`src/rtl/nvcmd_pkg.sv`:
```
package nvcmd_pkg;
  localparam int unsigned KEY_W      = 13;
  localparam int unsigned NUM_PREFIX = 5;
  localparam int unsigned NUM_STEPS  = NUM_PREFIX + 1;
  localparam int unsigned PROG_W     = $clog2(NUM_STEPS);

  typedef logic [KEY_W-1:0] key_t;

  localparam key_t SAVE_KEY    = 13'h0F0F;
  localparam key_t RESTORE_KEY = 13'h0F0E;

  typedef enum logic [1:0] {
    HIT_NONE    = 2'd0,
    HIT_SAVE    = 2'd1,
    HIT_RESTORE = 2'd2
  } hit_e;

  // shared opening keys, in series order
  function automatic key_t prefix_key(input int unsigned idx);
    case (idx)
      0:       return 13'h0000;
      1:       return 13'h1555;
      2:       return 13'h0AAA;
      3:       return 13'h1FFF;
      default: return 13'h10F0;
    endcase
  endfunction
endpackage

```
`src/rtl/nvcmd_strobe.sv`:
```
module nvcmd_strobe (
  input  logic clk_i,
  input  logic rst_ni,
  input  logic ce_n_i,
  output logic fall_o
);
  logic ce_q;

  always_ff @(posedge clk_i or negedge rst_ni) begin
    if (!rst_ni) ce_q <= 1'b1;
    else         ce_q <= ce_n_i;
  end

  assign fall_o = ce_q & ~ce_n_i;
endmodule

```
`src/rtl/nvcmd_seq.sv`:
```
module nvcmd_seq
  import nvcmd_pkg::*;
#(
  parameter int unsigned ADDR_W = KEY_W
) (
  input  logic              clk_i,
  input  logic              rst_ni,
  input  logic              acc_i,
  input  logic              busy_i,
  input  logic              we_n_i,
  input  logic [ADDR_W-1:0] addr_i,
  output hit_e              hit_o
);
  localparam logic [PROG_W-1:0] LAST = PROG_W'(NUM_PREFIX);

  logic [NUM_PREFIX-1:0] pre_eq;
  logic                  save_eq, restore_eq, next_eq;
  logic [PROG_W-1:0]     prog_q, prog_d;

  for (genvar g = 0; g < NUM_PREFIX; g++) begin : g_key
    assign pre_eq[g] = (addr_i == ADDR_W'(prefix_key(g)));
  end

  assign save_eq    = (addr_i == ADDR_W'(SAVE_KEY));
  assign restore_eq = (addr_i == ADDR_W'(RESTORE_KEY));

  always_comb begin
    next_eq = 1'b0;
    for (int unsigned i = 0; i < NUM_PREFIX; i++)
      if (prog_q == PROG_W'(i)) next_eq = pre_eq[i];
  end

  always_comb begin
    prog_d = prog_q;
    hit_o  = HIT_NONE;
    if (busy_i) begin
      prog_d = '0;
    end else if (acc_i) begin
      if (!we_n_i) begin
        prog_d = '0;
      end else if (prog_q == LAST) begin
        if (save_eq) begin
          hit_o  = HIT_SAVE;
          prog_d = '0;
        end else if (restore_eq) begin
          hit_o  = HIT_RESTORE;
          prog_d = '0;
        end else begin
          prog_d = pre_eq[0] ? PROG_W'(1) : '0;
        end
      end else if (next_eq) begin
        prog_d = prog_q + PROG_W'(1);
      end else begin
        // a stray 0000 read opens a fresh series
        prog_d = pre_eq[0] ? PROG_W'(1) : '0;
      end
    end
  end

  always_ff @(posedge clk_i or negedge rst_ni) begin
    if (!rst_ni) prog_q <= '0;
    else         prog_q <= prog_d;
  end
endmodule

```
`src/rtl/nvcmd_req.sv`:
```
module nvcmd_req
  import nvcmd_pkg::*;
(
  input  logic clk_i,
  input  logic rst_ni,
  input  hit_e hit_i,
  input  logic low_supply_i,
  input  logic ce_n_i,
  output logic save_req_o,
  output logic restore_req_o,
  output logic bus_hiz_o
);
  logic hit_any;
  assign hit_any = (hit_i != HIT_NONE);

  always_ff @(posedge clk_i or negedge rst_ni) begin
    if (!rst_ni) begin
      save_req_o    <= 1'b0;
      restore_req_o <= 1'b0;
      bus_hiz_o     <= 1'b0;
    end else begin
      save_req_o    <= (hit_i == HIT_SAVE) & ~low_supply_i;
      restore_req_o <= (hit_i == HIT_RESTORE);
      if (hit_any)     bus_hiz_o <= 1'b1;
      else if (ce_n_i) bus_hiz_o <= 1'b0;
    end
  end
endmodule

```
`src/rtl/nvcmd_detect.sv`:
```
module nvcmd_detect
  import nvcmd_pkg::*;
#(
  parameter int unsigned ADDR_W = KEY_W
) (
  input  logic              clk_i,
  input  logic              rst_ni,
  input  logic              ce_n_i,
  input  logic              we_n_i,
  input  logic [ADDR_W-1:0] addr_i,
  input  logic              busy_i,
  input  logic              low_supply_i,
  output logic              save_req_o,
  output logic              restore_req_o,
  output logic              bus_hiz_o
);
  logic acc;
  hit_e hit;

  nvcmd_strobe u_strobe (
    .clk_i  (clk_i),
    .rst_ni (rst_ni),
    .ce_n_i (ce_n_i),
    .fall_o (acc)
  );

  nvcmd_seq #(.ADDR_W(ADDR_W)) u_seq (
    .clk_i  (clk_i),
    .rst_ni (rst_ni),
    .acc_i  (acc),
    .busy_i (busy_i),
    .we_n_i (we_n_i),
    .addr_i (addr_i),
    .hit_o  (hit)
  );

  nvcmd_req u_req (
    .clk_i         (clk_i),
    .rst_ni        (rst_ni),
    .hit_i         (hit),
    .low_supply_i  (low_supply_i),
    .ce_n_i        (ce_n_i),
    .save_req_o    (save_req_o),
    .restore_req_o (restore_req_o),
    .bus_hiz_o     (bus_hiz_o)
  );
endmodule

```
`config.mk`:
```
export PLATFORM = sky130hd
export DESIGN_NAME = nvcmd_detect
export DESIGN_NICKNAME = d
export VERILOG_FILES = /design/src/rtl/nvcmd_pkg.sv /design/src/rtl/nvcmd_strobe.sv /design/src/rtl/nvcmd_seq.sv /design/src/rtl/nvcmd_req.sv /design/src/rtl/nvcmd_detect.sv
export SDC_FILE = /design/constraint.sdc
export NUM_CORES = 1
export LEC_CHECK = 0
export ABC_CLOCK_PERIOD_IN_PS = 5620
export BUFFER_PORTS_ARGS = -buffer_cell sky130_fd_sc_hd__buf_2
export CORE_AREA = 2 2 39 41
export CTS_CLUSTER_SIZE = 14
export DETAILED_ROUTE_END_ITERATION = 12
export DIE_AREA = 0 0 41 43
export GPL_TIMING_DRIVEN = 0
export HOLD_SLACK_MARGIN = 0.05
export PLACE_DENSITY_LB_ADDON = 0.15
export SETUP_SLACK_MARGIN = 0.02
export SLEW_MARGIN = 15
export SYNTH_ARGS = -nofsm -noshare
export SYNTH_HDL_FRONTEND = slang
export SYNTH_SLANG_ARGS = --single-unit
```
`constraint.sdc`:
```
create_clock -name clk_i -period 5.62 [get_ports clk_i]
set_input_delay 0.281 -clock clk_i [delete_from_list [all_inputs] [get_ports clk_i]]
set_output_delay 0.281 -clock clk_i [all_outputs]
set_load 0.02 [all_outputs]
```
==> impl_metrics.env <==
export IMPL_grt_util_met2=0.247
export IMPL_synth_nets=80
export IMPL_maxSlewHeadroom=0.783
export IMPL_grt_pass1_wl_um=1810
export IMPL_ys_warn_count=0
export IMPL_grt_pass1_vias=472
export IMPL_path_cells="and4bb_2 > or4b_1 > or4_4 > nor3b_2"
export IMPL_yosysUniqueCellTypes=27
export IMPL_syn_avg_cell_area_um2=9.70
export IMPL_area_growth_pct=29.7
export IMPL_path_class="flop to flop"
export IMPL_ctsHoldBuffers=1
export IMPL_grt_usage=0.153
export IMPL_arrival_ns=2.26
export IMPL_synth_area_um2=543
export IMPL_p_leak_nw=0.301
export IMPL_core_area_um2=1380
export IMPL_critPathMaxFanout=4
export IMPL_post_route_period_util=0.372
export IMPL_utilization=0.509
export IMPL_grtUsageMet3=0.0785
export IMPL_setup_violations=0
export IMPL_wl_per_cell_um=11.8
export IMPL_hold_class="primary input to flop"
export IMPL_grt_ovfl_total=0
export IMPL_initialDrtViolationCount=11
export IMPL_diodes=0
export IMPL_setup_tns_ns=0
export IMPL_rsz0062_at_grt="no"
export IMPL_antenna_found_initial=0
export IMPL_cts_setup_buffers=0
export IMPL_vias_per_cell=5.49
export IMPL_clkLatencyLatePin_ns=0.24
export IMPL_hpwlAfterDp_um=979
export IMPL_grt_most_used_layer="met2"
export IMPL_start_util=0.392
export IMPL_synth_seq_cells=7
export IMPL_async_reset_ff_frac=1.00
export IMPL_place_gp_congestion=0.766
export IMPL_r2r_slack_ns=3.53
export IMPL_synth_main_ff_cell="dfrtp_1"
export IMPL_drt_first_pass_iters=4
export IMPL_synth_edff_count=0
export IMPL_cp_required_ns=5.79
export IMPL_met1_usage=0.178
export IMPL_drc=0
export IMPL_die_h_um=43
export IMPL_htree_levels=1
export IMPL_cts_resized=0
export IMPL_outcome="completed"
export IMPL_grt_max_degree=8
export IMPL_critPathCaptureType="flop"
export IMPL_fin_nets=107
export IMPL_crit_family="simple AND/OR/NAND/NOR gates"
export IMPL_tightest_slew_ns=0.325
export IMPL_clk_path_buf_depth=2
export IMPL_p_per_area_nw_per_um2=155
export IMPL_fin_skew_ns=0.00193
export IMPL_vdd_drop_max_mv=0.125
export IMPL_layout_min_cycle_time_ns=2.09
export IMPL_drive_above_1_share=0.451
export IMPL_hold_viol=0
export IMPL_drtAntennaViolNets=0
export IMPL_max_cap_viol_count=0
export IMPL_maxSlewViolCount=0
export IMPL_row_count=14
export IMPL_crit_path_top_delay_cell="or4_4"
export IMPL_die_area_um2=1760
export IMPL_cts_buffers=3
export IMPL_ioPinCount=22
export IMPL_port_buffers=21
export IMPL_totalWireLength_um=1160
export IMPL_max_stage_delay_ns=0.57
export IMPL_crit_buf_inv=0
export IMPL_num_vias=538
export IMPL_syn_inst=56
export IMPL_cts_tree="done"
export IMPL_dieWidth_um=41
export IMPL_clock_sinks=7
export IMPL_crit_path_start_kind="flop"
export IMPL_max_freq_mhz=478
export IMPL_ys_seq_area_frac=0.325
export IMPL_root_buffer="clkbuf_4"
export IMPL_clk_pin_slew_ns=0.05
## cell type report
cell class / instances / area (µm²)
fillers: 138 / 679
inverters: 5 / 18.8
repair buffers: 22 / 115
flip-flops and latches: 7 / 176
clock buffers: 4 / 26.3
well taps: 16 / 20.0
multi-input cells: 44 / 348
## flip-flops by register name, indices dropped and copies added (netlist names)
register	flops
u_req.bus_hiz_o	1
u_req.restore_req_o	1
u_req.save_req_o	1
u_strobe.ce_q	1
u_seq.prog_q	3
## kinds of logic after synthesis
group / synth area share
buffers and inverters: 0.0346
AO/OA/AOI/OAI: 0.143
flip-flops: 0.325
adder cells (fa/ha/maj): 0.115
AND/OR/NAND/NOR: 0.382
## where the power goes
| group | switching [W] | internal (W) | leakage [nW] |
|---|---|---|---|
| Clock | 0.0000164 | 0.0000270 | 0.0150 |
| Sequential | 0.000000152 | 0.0000512 | 0.0944 |
| Combinational | 0.00000706 | 0.00000716 | 0.192 |
## cell usage after synthesis (2+ instances only)
master | instances | share of area
o21ai_0 | 2 | 0.018
or4b_2 | 2 | 0.037
nand2_1 | 7 | 0.048
inv_1 | 5 | 0.035
or4_1 | 2 | 0.028
ha_1 | 5 | 0.12
nand4_1 | 3 | 0.035
o21ai_1 | 2 | 0.018
dfrtp_1 | 6 | 0.28
nand3_1 | 2 | 0.018
or4_4 | 2 | 0.041
nor4_1 | 3 | 0.035
## placed cells by master, fill, tap and decap left out, types with 3 or more instances in the layout
cell type   n
nand2_1     7
clkbuf_4    3
ha_1        5
dfrtp_1     6
buf_2      21
nor4_1      3
nand4_1     3
inv_1       5
## path summary, 6_finish.rpt
check,depth (start not counted),start,endpoint
worst min register to register,2,u_req.bus_hiz_o,u_req.bus_hiz_o
max in group asynchronous,2,rst_ni,u_strobe.ce_q
worst min-delay path,1,ce_n_i,u_strobe.ce_q
worst max-delay path,4,u_strobe.ce_q,u_req.save_req_o
min in group asynchronous,2,rst_ni,u_req.bus_hiz_o
worst max register to register,4,u_strobe.ce_q,u_req.save_req_o
## metal layers
| metal | wire [µm] | share of wire |
|---|---|---|
| met5 | 0 | 0 |
| met4 | 0 | 0 |
| met3 | 97 | 0.084 |
| met2 | 582 | 0.50 |
| met1 | 476 | 0.41 |
## worst reg2reg max path: stages (launching register included)
cell      delay [ns]
dfstp_2         0.52
and4bb_2        0.28
or4b_1          0.49
or4_4           0.57
nor3b_2         0.16
## per-stage QoR
step	instance area (µm²)	setup WS, ns	total power (W)	hold slack, ns	instances
finish	704	3.53	0.000109	0.165	98
global route	704	3.46	0.000116	0.155	98
CTS	704	3.51	0.000111	0.156	98
detailed placement	668	3.44	0.0000659	0.121	93
global placement	668	3.44	0.0000655	0.118	93
floorplan	543	3.64	0.0000559	-0.0146	56
Power figures use the tool's default switching activity.
